`src/rtl/span_pkg.sv`:
```
package span_pkg;
    typedef enum logic [1:0] {
        ST_IDLE  = 2'd0,
        ST_INDEX = 2'd1,
        ST_READ  = 2'd2,
        ST_WRITE = 2'd3
    } span_state_t;
endpackage

```
`src/rtl/span_idx_gen.sv`:
```
module span_idx_gen #(
    parameter int AW  = 32,
    parameter int GRP = 4
) (
    input  logic [AW-1:0] base,
    input  logic [31:0]   acc,
    input  logic [31:0]   step,
    output logic [AW-1:0] addr [GRP]
);
    for (genvar k = 0; k < GRP; k++) begin : g_lane
        logic [31:0] lane_acc;
        assign lane_acc = acc + step * 32'(k);
        assign addr[k]  = base + AW'({lane_acc[31:16], 2'b00});
    end
endmodule

```
`src/rtl/span_texbuf.sv`:
```
module span_texbuf #(
    parameter int GRP = 4,
    parameter int DW  = 32,
    localparam int IW = (GRP > 1) ? $clog2(GRP) : 1
) (
    input  logic          clk,
    input  logic          we,
    input  logic [IW-1:0] widx,
    input  logic [DW-1:0] wdata,
    input  logic [IW-1:0] ridx,
    output logic [DW-1:0] rdata
);
    logic [DW-1:0] mem [GRP];

    always_ff @(posedge clk) begin
        if (we) mem[widx] <= wdata;
    end

    assign rdata = mem[ridx];
endmodule

```
`src/rtl/span_copier.sv`:
```
module span_copier
    import span_pkg::*;
#(
    parameter int AW  = 32,
    parameter int DW  = 32,
    parameter int CW  = 16,
    parameter int GRP = 4
) (
    input  logic          clk,
    input  logic          rst_n,
    input  logic          start,
    input  logic [AW-1:0] tex_base,
    input  logic [AW-1:0] dst_base,
    input  logic [31:0]   coord_init,
    input  logic [31:0]   coord_step,
    input  logic [CW-1:0] pix_count,
    output logic          busy,
    output logic          done,
    output logic          rd_req,
    output logic [AW-1:0] rd_addr,
    input  logic          rd_ready,
    input  logic          rd_valid,
    input  logic [DW-1:0] rd_data,
    output logic          wr_req,
    output logic [AW-1:0] wr_addr,
    output logic [DW-1:0] wr_data,
    input  logic          wr_ready
);
    localparam int IW = (GRP > 1) ? $clog2(GRP) : 1;
    localparam int GW = $clog2(GRP + 1);
    localparam int LG = $clog2(GRP);

    span_state_t state_q, state_d;

    logic [AW-1:0] base_q, dst_q;
    logic [31:0]   acc_q, step_q;
    logic [CW-1:0] rem_q;
    logic [GW-1:0] grp_q, issued_q, rcvd_q, wcnt_q;
    logic [AW-1:0] addr_q [GRP];
    logic [AW-1:0] addr_d [GRP];
    logic          done_q;

    logic rd_fire, wr_fire, last_rcv, grp_end, span_end;

    span_idx_gen #(.AW(AW), .GRP(GRP)) i_idx (
        .base (base_q),
        .acc  (acc_q),
        .step (step_q),
        .addr (addr_d)
    );

    span_texbuf #(.GRP(GRP), .DW(DW)) i_buf (
        .clk   (clk),
        .we    (state_q == ST_READ && rd_valid),
        .widx  (rcvd_q[IW-1:0]),
        .wdata (rd_data),
        .ridx  (wcnt_q[IW-1:0]),
        .rdata (wr_data)
    );

    assign rd_fire  = rd_req && rd_ready;
    assign wr_fire  = wr_req && wr_ready;
    assign last_rcv = (state_q == ST_READ) && rd_valid && (rcvd_q == grp_q - 1'b1);
    assign grp_end  = wr_fire && (wcnt_q == grp_q - 1'b1);
    assign span_end = grp_end && (rem_q == CW'(1));

    // state register
    always_ff @(posedge clk) begin
        if (!rst_n) state_q <= ST_IDLE;
        else        state_q <= state_d;
    end

    // next state
    always_comb begin
        state_d = state_q;
        unique case (state_q)
            ST_IDLE:  if (start && pix_count != '0) state_d = ST_INDEX;
            ST_INDEX: state_d = ST_READ;
            ST_READ:  if (last_rcv) state_d = ST_WRITE;
            ST_WRITE: if (span_end) state_d = ST_IDLE;
                      else if (grp_end) state_d = ST_INDEX;
        endcase
    end

    // outputs
    always_comb begin
        busy    = (state_q != ST_IDLE);
        done    = done_q;
        rd_req  = 1'b0;
        rd_addr = addr_q[issued_q[IW-1:0]];
        wr_req  = 1'b0;
        wr_addr = dst_q;
        unique case (state_q)
            ST_IDLE:  ;
            ST_INDEX: ;
            ST_READ:  rd_req = (issued_q < grp_q);
            ST_WRITE: wr_req = 1'b1;
        endcase
    end

    // datapath
    always_ff @(posedge clk) begin
        if (!rst_n) begin
            done_q   <= 1'b0;
            base_q   <= '0;
            dst_q    <= '0;
            acc_q    <= '0;
            step_q   <= '0;
            rem_q    <= '0;
            grp_q    <= '0;
            issued_q <= '0;
            rcvd_q   <= '0;
            wcnt_q   <= '0;
            for (int k = 0; k < GRP; k++) addr_q[k] <= '0;
        end else begin
            done_q <= 1'b0;
            unique case (state_q)
                ST_IDLE: if (start) begin
                    base_q <= tex_base;
                    dst_q  <= dst_base;
                    acc_q  <= coord_init;
                    step_q <= coord_step;
                    rem_q  <= pix_count;
                    done_q <= (pix_count == '0);
                end
                ST_INDEX: begin
                    for (int k = 0; k < GRP; k++) addr_q[k] <= addr_d[k];
                    acc_q    <= acc_q + (step_q << LG);
                    grp_q    <= (rem_q >= CW'(GRP)) ? GW'(GRP) : GW'(rem_q);
                    issued_q <= '0;
                    rcvd_q   <= '0;
                    wcnt_q   <= '0;
                end
                ST_READ: begin
                    if (rd_fire)  issued_q <= issued_q + 1'b1;
                    if (rd_valid) rcvd_q   <= rcvd_q + 1'b1;
                end
                ST_WRITE: if (wr_fire) begin
                    dst_q  <= dst_q + AW'(4);
                    wcnt_q <= wcnt_q + 1'b1;
                    rem_q  <= rem_q - 1'b1;
                    done_q <= span_end;
                end
            endcase
        end
    end

    AST_RD_HOLD: assert property (@(posedge clk) disable iff (!rst_n)
        rd_req && !rd_ready |=> rd_req && $stable(rd_addr));
    AST_WR_HOLD: assert property (@(posedge clk) disable iff (!rst_n)
        wr_req && !wr_ready |=> wr_req && $stable(wr_addr) && $stable(wr_data));
    AST_NO_MIXED_REQ: assert property (@(posedge clk) disable iff (!rst_n)
        !(rd_req && wr_req));
    AST_IDLE_QUIET: assert property (@(posedge clk) disable iff (!rst_n)
        !busy |-> !rd_req && !wr_req);
    AST_DONE_PULSE: assert property (@(posedge clk) disable iff (!rst_n)
        done |=> !done);
    AST_DONE_IDLE: assert property (@(posedge clk) disable iff (!rst_n)
        done |-> !busy);
    AST_WRITE_AFTER_GRP: assert property (@(posedge clk) disable iff (!rst_n)
        $rose(wr_req) |-> $past(state_q == ST_READ));
endmodule

```
`config.mk`:
```
export PLATFORM = sky130hd
export DESIGN_NAME = span_copier
export DESIGN_NICKNAME = d
export VERILOG_FILES = /design/src/rtl/span_pkg.sv /design/src/rtl/span_idx_gen.sv /design/src/rtl/span_texbuf.sv /design/src/rtl/span_copier.sv
export SDC_FILE = /design/constraint.sdc
export NUM_CORES = 1
export LEC_CHECK = 0
export CORE_ASPECT_RATIO = 0.75
export CORE_UTILIZATION = 52
export DETAILED_ROUTE_END_ITERATION = 7
export GPL_ROUTABILITY_DRIVEN = 0
export HOLD_SLACK_MARGIN = 0.08
export PLACE_DENSITY = 0.77
export REMOVE_ABC_BUFFERS = 1
export SKIP_LAST_GASP = 1
export SYNTH_ARGS = -nofsm -noshare
export SYNTH_HDL_FRONTEND = slang
export SYNTH_HIERARCHICAL = 1
export SYNTH_SLANG_ARGS = --single-unit
```
`constraint.sdc`:
```
create_clock -name clk -period 5.1 [get_ports clk]
set_clock_uncertainty 0.05 [all_clocks]
set_input_delay 1.02 -clock clk [delete_from_list [all_inputs] [get_ports clk]]
set_output_delay 1.02 -clock clk [all_outputs]
set_load 0.03 [all_outputs]
```
==> run_results.csv <==
group,metric,value,unit
setup_path,cp-start-kind,"flip-flop",
setup_path,critPathKind,"reg2reg",
min_path,min_from,"grp_q[1]$_SDFFE_PN0P_",
die,start_util,52.62,%
die,die_w,262.0,µm
logic_synthesis,synth_cell_types,84,
cts,clk_path_buf_depth,3,
setup_path,crit_path_end,"addr_q[3][24]$_SDFFCE_PN0P_",
flow_run,cap_violations,0,
logic_synthesis,avgSynthCellArea,10.12,µm²
global_route,grt_pass1_wl,116800,µm
logic_synthesis,synth_cells,2605,
pwr,p_leak,0.01387,µW
drt,wl_per_cell,20.68,µm
setup_path,reg2reg_depth,26,
drt,dr.pass1.iters,8,
logic_synthesis,yosysWarnings,6,
status,status,"complete, but fails checks",
logic_synthesis,synth_edf_count,256,
final_layout,nFillCells,3745,
logic_synthesis,synth.area.top_cells,"edfxtp_1 29%, dfxtp_1 12%, ha_1 9.3%",
timing,timing.fmax,190.5,MHz
cts,root_buffer,"clkbuf_16",
final_layout,drive_above_1_share,15.68,%
die,fp.dieH,197.0,µm
global_route,grt_max_degree,98,
global_route,grt_pass1_vias,21800,
logic_synthesis,synth_top_area_cell,"edfxtp_1",
setup_path,crit_start,"step_q[9]$_SDFFE_PN0P_",
pwr,peakVddDrop,578.4,µV
timing,post-route-period-util,102.9,%
pwr,power_density,493.2,nW/µm²
place,io_buffers,281,
final_layout,area_growth,24.62,%
drt,viasPerCell,6.139,
timing,tightest_slew,1.108,ns
place,dp_hpwl,53050,µm
logic_synthesis,yosysSeqAreaShare,41.39,%
final_layout,n_antenna_cell,0,
cts,clock_sinks,417,
die,io_pins,282,
logic_synthesis,syn_area,26360,µm²
place,pre_cts_slack,-0.3776,ns
global_route,grt_overflow_total,0,
setup_path,worstPathArrival,5.52,ns
logic_synthesis,synth_ff_type,"edfxtp_1",
final_layout,layout.nets,3382,
timing,rsz0062_at_grt,"yes",
cts,cts-htree-levels,2,
timing,period_needed,5.249,ns
logic_synthesis,yosys.area.top_type_share,29.16,%
timing,hold_slack,0.4396,ns
global_route,grt.met1_usage,40.73,%
pwr,totalPowerFinal,16200,µW
final_layout,instances_no_fill,3661,
drt,route.vias.total,22470,
global_route,use_met2,46.22,%
timing,setup_violations,7,
die,core_area,50100,µm²
cts,cts_buffers,44,
logic_synthesis,synth_seq_cells,417,
cts,cts_tree,"yes",
cts,clock_latency,0.57,ns
setup_path,r2r_end,"addr_q[3][24]$_SDFFCE_PN0P_",
timing,setup_ws,-0.1490,ns
cts,clk_pin_slew_worst_paths,0.06,ns
setup_path,reg2reg_from,"step_q[9]$_SDFFE_PN0P_",
setup_path,r2r_slack,-0.15,ns
setup_path,cp.required,5.37,ns
die,dieArea,51610,µm²
die,core.rowCount,71,
timing,finalHoldViolCount,0,
min_path,worstHoldPathType,"reg2reg",
global_route,grtUsageTotal,28.67,%
cts,hold_buffers,0,
setup_path,cp_max_fo,7,
logic_synthesis,async_flop_share,0,%
global_route,grt-busiest-layer,"met2",
drt,drt-initial-drc-count,2216,
global_route,use_met3,4.205,%
drt,drc,1,
timing,slew_headroom,25.81,%
global_route,antenna_found_initial,2,
status,violations,"DRC, setup timing",
drt,final_antenna_net_count,0,
drt,wl,75710,µm
place,dp_cells,3552,
timing,maxSlewViolCount,0,
timing,fin_setup_tns,-0.8273,ns
setup_path,worstSetupEndpointType,"flip-flop",
what timing repair did:
item,4_1_cts,5_1_grt
pin swaps,34,78
endpoints found under the setup margin,47,51
setup buffers,17,12
gates resized for setup,67,90
stage by stage:
step                      utilization [%]  cell area (µm²)
after floorplan                         -            25740
after detailed placement            60.98            30550
after global placement              60.98            30550
after global routing                65.57            32850
after CTS                           64.54            32340
final                               65.57            32850
per-layer routing:
metal / part of all wire [%] / vias to the layer above / routed length [µm]
li1: - / 10380 / -
met1: 43 / 10960 / 32930
met2: 46 / 998 / 35070
met3: 8.0 / 129 / 6091
met4: 2.1 / 4 / 1601
met5: 0.024 / - / 18
cells in the mapped netlist (5+ instances only):
library cell / count
fa_1: 35
a21boi_0: 6
a31o_2: 7
and3_1: 158
dfxtp_1: 161
buf_4: 8
nor4_1: 12
a31oi_1: 23
nor2_1: 162
nand2b_1: 20
or4_1: 6
nand3_1: 63
o21bai_1: 16
mux2i_1: 17
buf_2: 5
a21o_1: 65
nand4_1: 27
inv_1: 78
buf_1: 21
a22oi_1: 9
a211o_1: 6
or3_1: 10
o31ai_1: 8
o21ai_0: 109
o211ai_1: 7
a221oi_1: 6
a2111oi_0: 5
o22ai_1: 13
o21a_1: 24
nor2b_1: 20
ha_1: 195
a21oi_1: 259
xnor2_1: 93
clkbuf_1: 102
and4_1: 8
a211oi_1: 35
and2_1: 25
mux4_2: 63
nand2_1: 241
nor3_1: 59
edfxtp_1: 256
xor2_1: 85
cell type report:
| class | count | area (µm²) | share of cell area [%] |
|---|---|---|---|
| multi-input cells | 1966 | 15220 | 46.34 |
| clock buffers | 53 | 1166 | 3.550 |
| flip-flops and latches | 417 | 10930 | 33.28 |
| inverters | 82 | 310.3 | 0.9445 |
| repair buffers | 459 | 4161 | 12.67 |
| well taps | 657 | 822.0 | 2.502 |
| clock inverters | 27 | 235.2 | 0.7160 |
critical path, stage by stage, from the launching register on:
cell	delay [ns]
dfxtp_1	0.34
buf_4	0.15
fa_1	0.55
ha_4	0.22
a211oi_2	0.18
o21ai_0	0.11
o2111ai_1	0.14
o211ai_1	0.12
buf_4	0.17
o41ai_2	0.21
buf_4	0.19
buf_4	0.12
nor2_1	0.04
o21a_1	0.18
nor2_2	0.13
xnor2_2	0.14
ha_2	0.32
o21ai_2	0.09
nand2b_1	0.18
a31oi_1	0.20
a21boi_1	0.12
a211o_1	0.33
a21oi_2	0.16
buf_6	0.16
nor2_2	0.05
xor2_1	0.14
and3_1	0.21
flip-flops by register name (all words and copies together), names as in the netlist, named ones only:
name,flops
issued_q,3
wcnt_q,3
grp_q,3
i_buf/mem,128
base_q,32
state_q,2
wr_addr,32
rcvd_q,3
rem_q,16
acc_q,32
step_q,32
addr_q,128
done,1
report_power, final:
group          internal, µW  leakage, µW  switching (µW)
Combinational          3440      0.00934            4720
Clock                  1800     0.000676            1380
Sequential             4290      0.00385             572
worst min-delay path by stage:
stage,endpoint,slack [ns],depth (start not counted)
finish,grp_q[1]$_SDFFE_PN0P_,0.44,2
global route,grp_q[1]$_SDFFE_PN0P_,0.46,2
CTS,grp_q[1]$_SDFFE_PN0P_,0.44,2
detailed placement,grp_q[1]$_SDFFE_PN0P_,0.42,2
global placement,grp_q[1]$_SDFFE_PN0P_,0.40,2
floorplan,grp_q[1]$_SDFFE_PN0P_,0.39,2
cell usage in the layout, fill, tap and decap left out, types with 8 or more instances in the layout:
master | Yosys | final
fa_1 | 35 | 33
and4_1 | 8 | 8
o21ai_0 | 109 | 96
and3_1 | 158 | 158
inv_1 | 78 | 71
nor4_1 | 12 | 11
and2_1 | 25 | 22
edfxtp_1 | 256 | 256
a21oi_1 | 259 | 243
a21oi_2 | 1 | 16
clkinv_1 | 3 | 10
nand2b_1 | 20 | 19
clkdlybuf4s50_1 | 0 | 280
xor2_1 | 85 | 83
a31oi_1 | 23 | 23
mux2i_1 | 17 | 17
o21bai_1 | 16 | 15
a211oi_1 | 35 | 31
dfxtp_2 | 0 | 15
mux4_2 | 63 | 63
nand2_1 | 241 | 236
o21a_1 | 24 | 24
buf_4 | 8 | 175
dfxtp_1 | 161 | 145
xnor2_1 | 93 | 88
nand3_1 | 63 | 61
clkbuf_16 | 0 | 45
nor2_2 | 0 | 11
o21ai_2 | 1 | 10
nor3_1 | 59 | 51
ha_4 | 0 | 13
nor2b_1 | 20 | 16
o22ai_1 | 13 | 13
or3_1 | 10 | 10
ha_1 | 195 | 178
a21o_1 | 65 | 64
nor2_1 | 162 | 150
nand4_1 | 27 | 27
cells by family (layout without fill, tap and decap cells):
| group | after synthesis | after routing | share of synthesized area [%] |
|---|---|---|---|
| adder cells (fa/ha/maj) | 230 | 230 | 11.91 |
| AND/OR/NAND/NOR | 827 | 827 | 15.51 |
| flip-flops | 417 | 417 | 41.39 |
| XOR/XNOR | 178 | 178 | 5.914 |
| buffers and inverters | 222 | 621 | 3.512 |
| AO/OA/AOI/OAI | 648 | 648 | 15.50 |
| multiplexers | 83 | 83 | 6.270 |
Power figures use the tool's default switching activity.
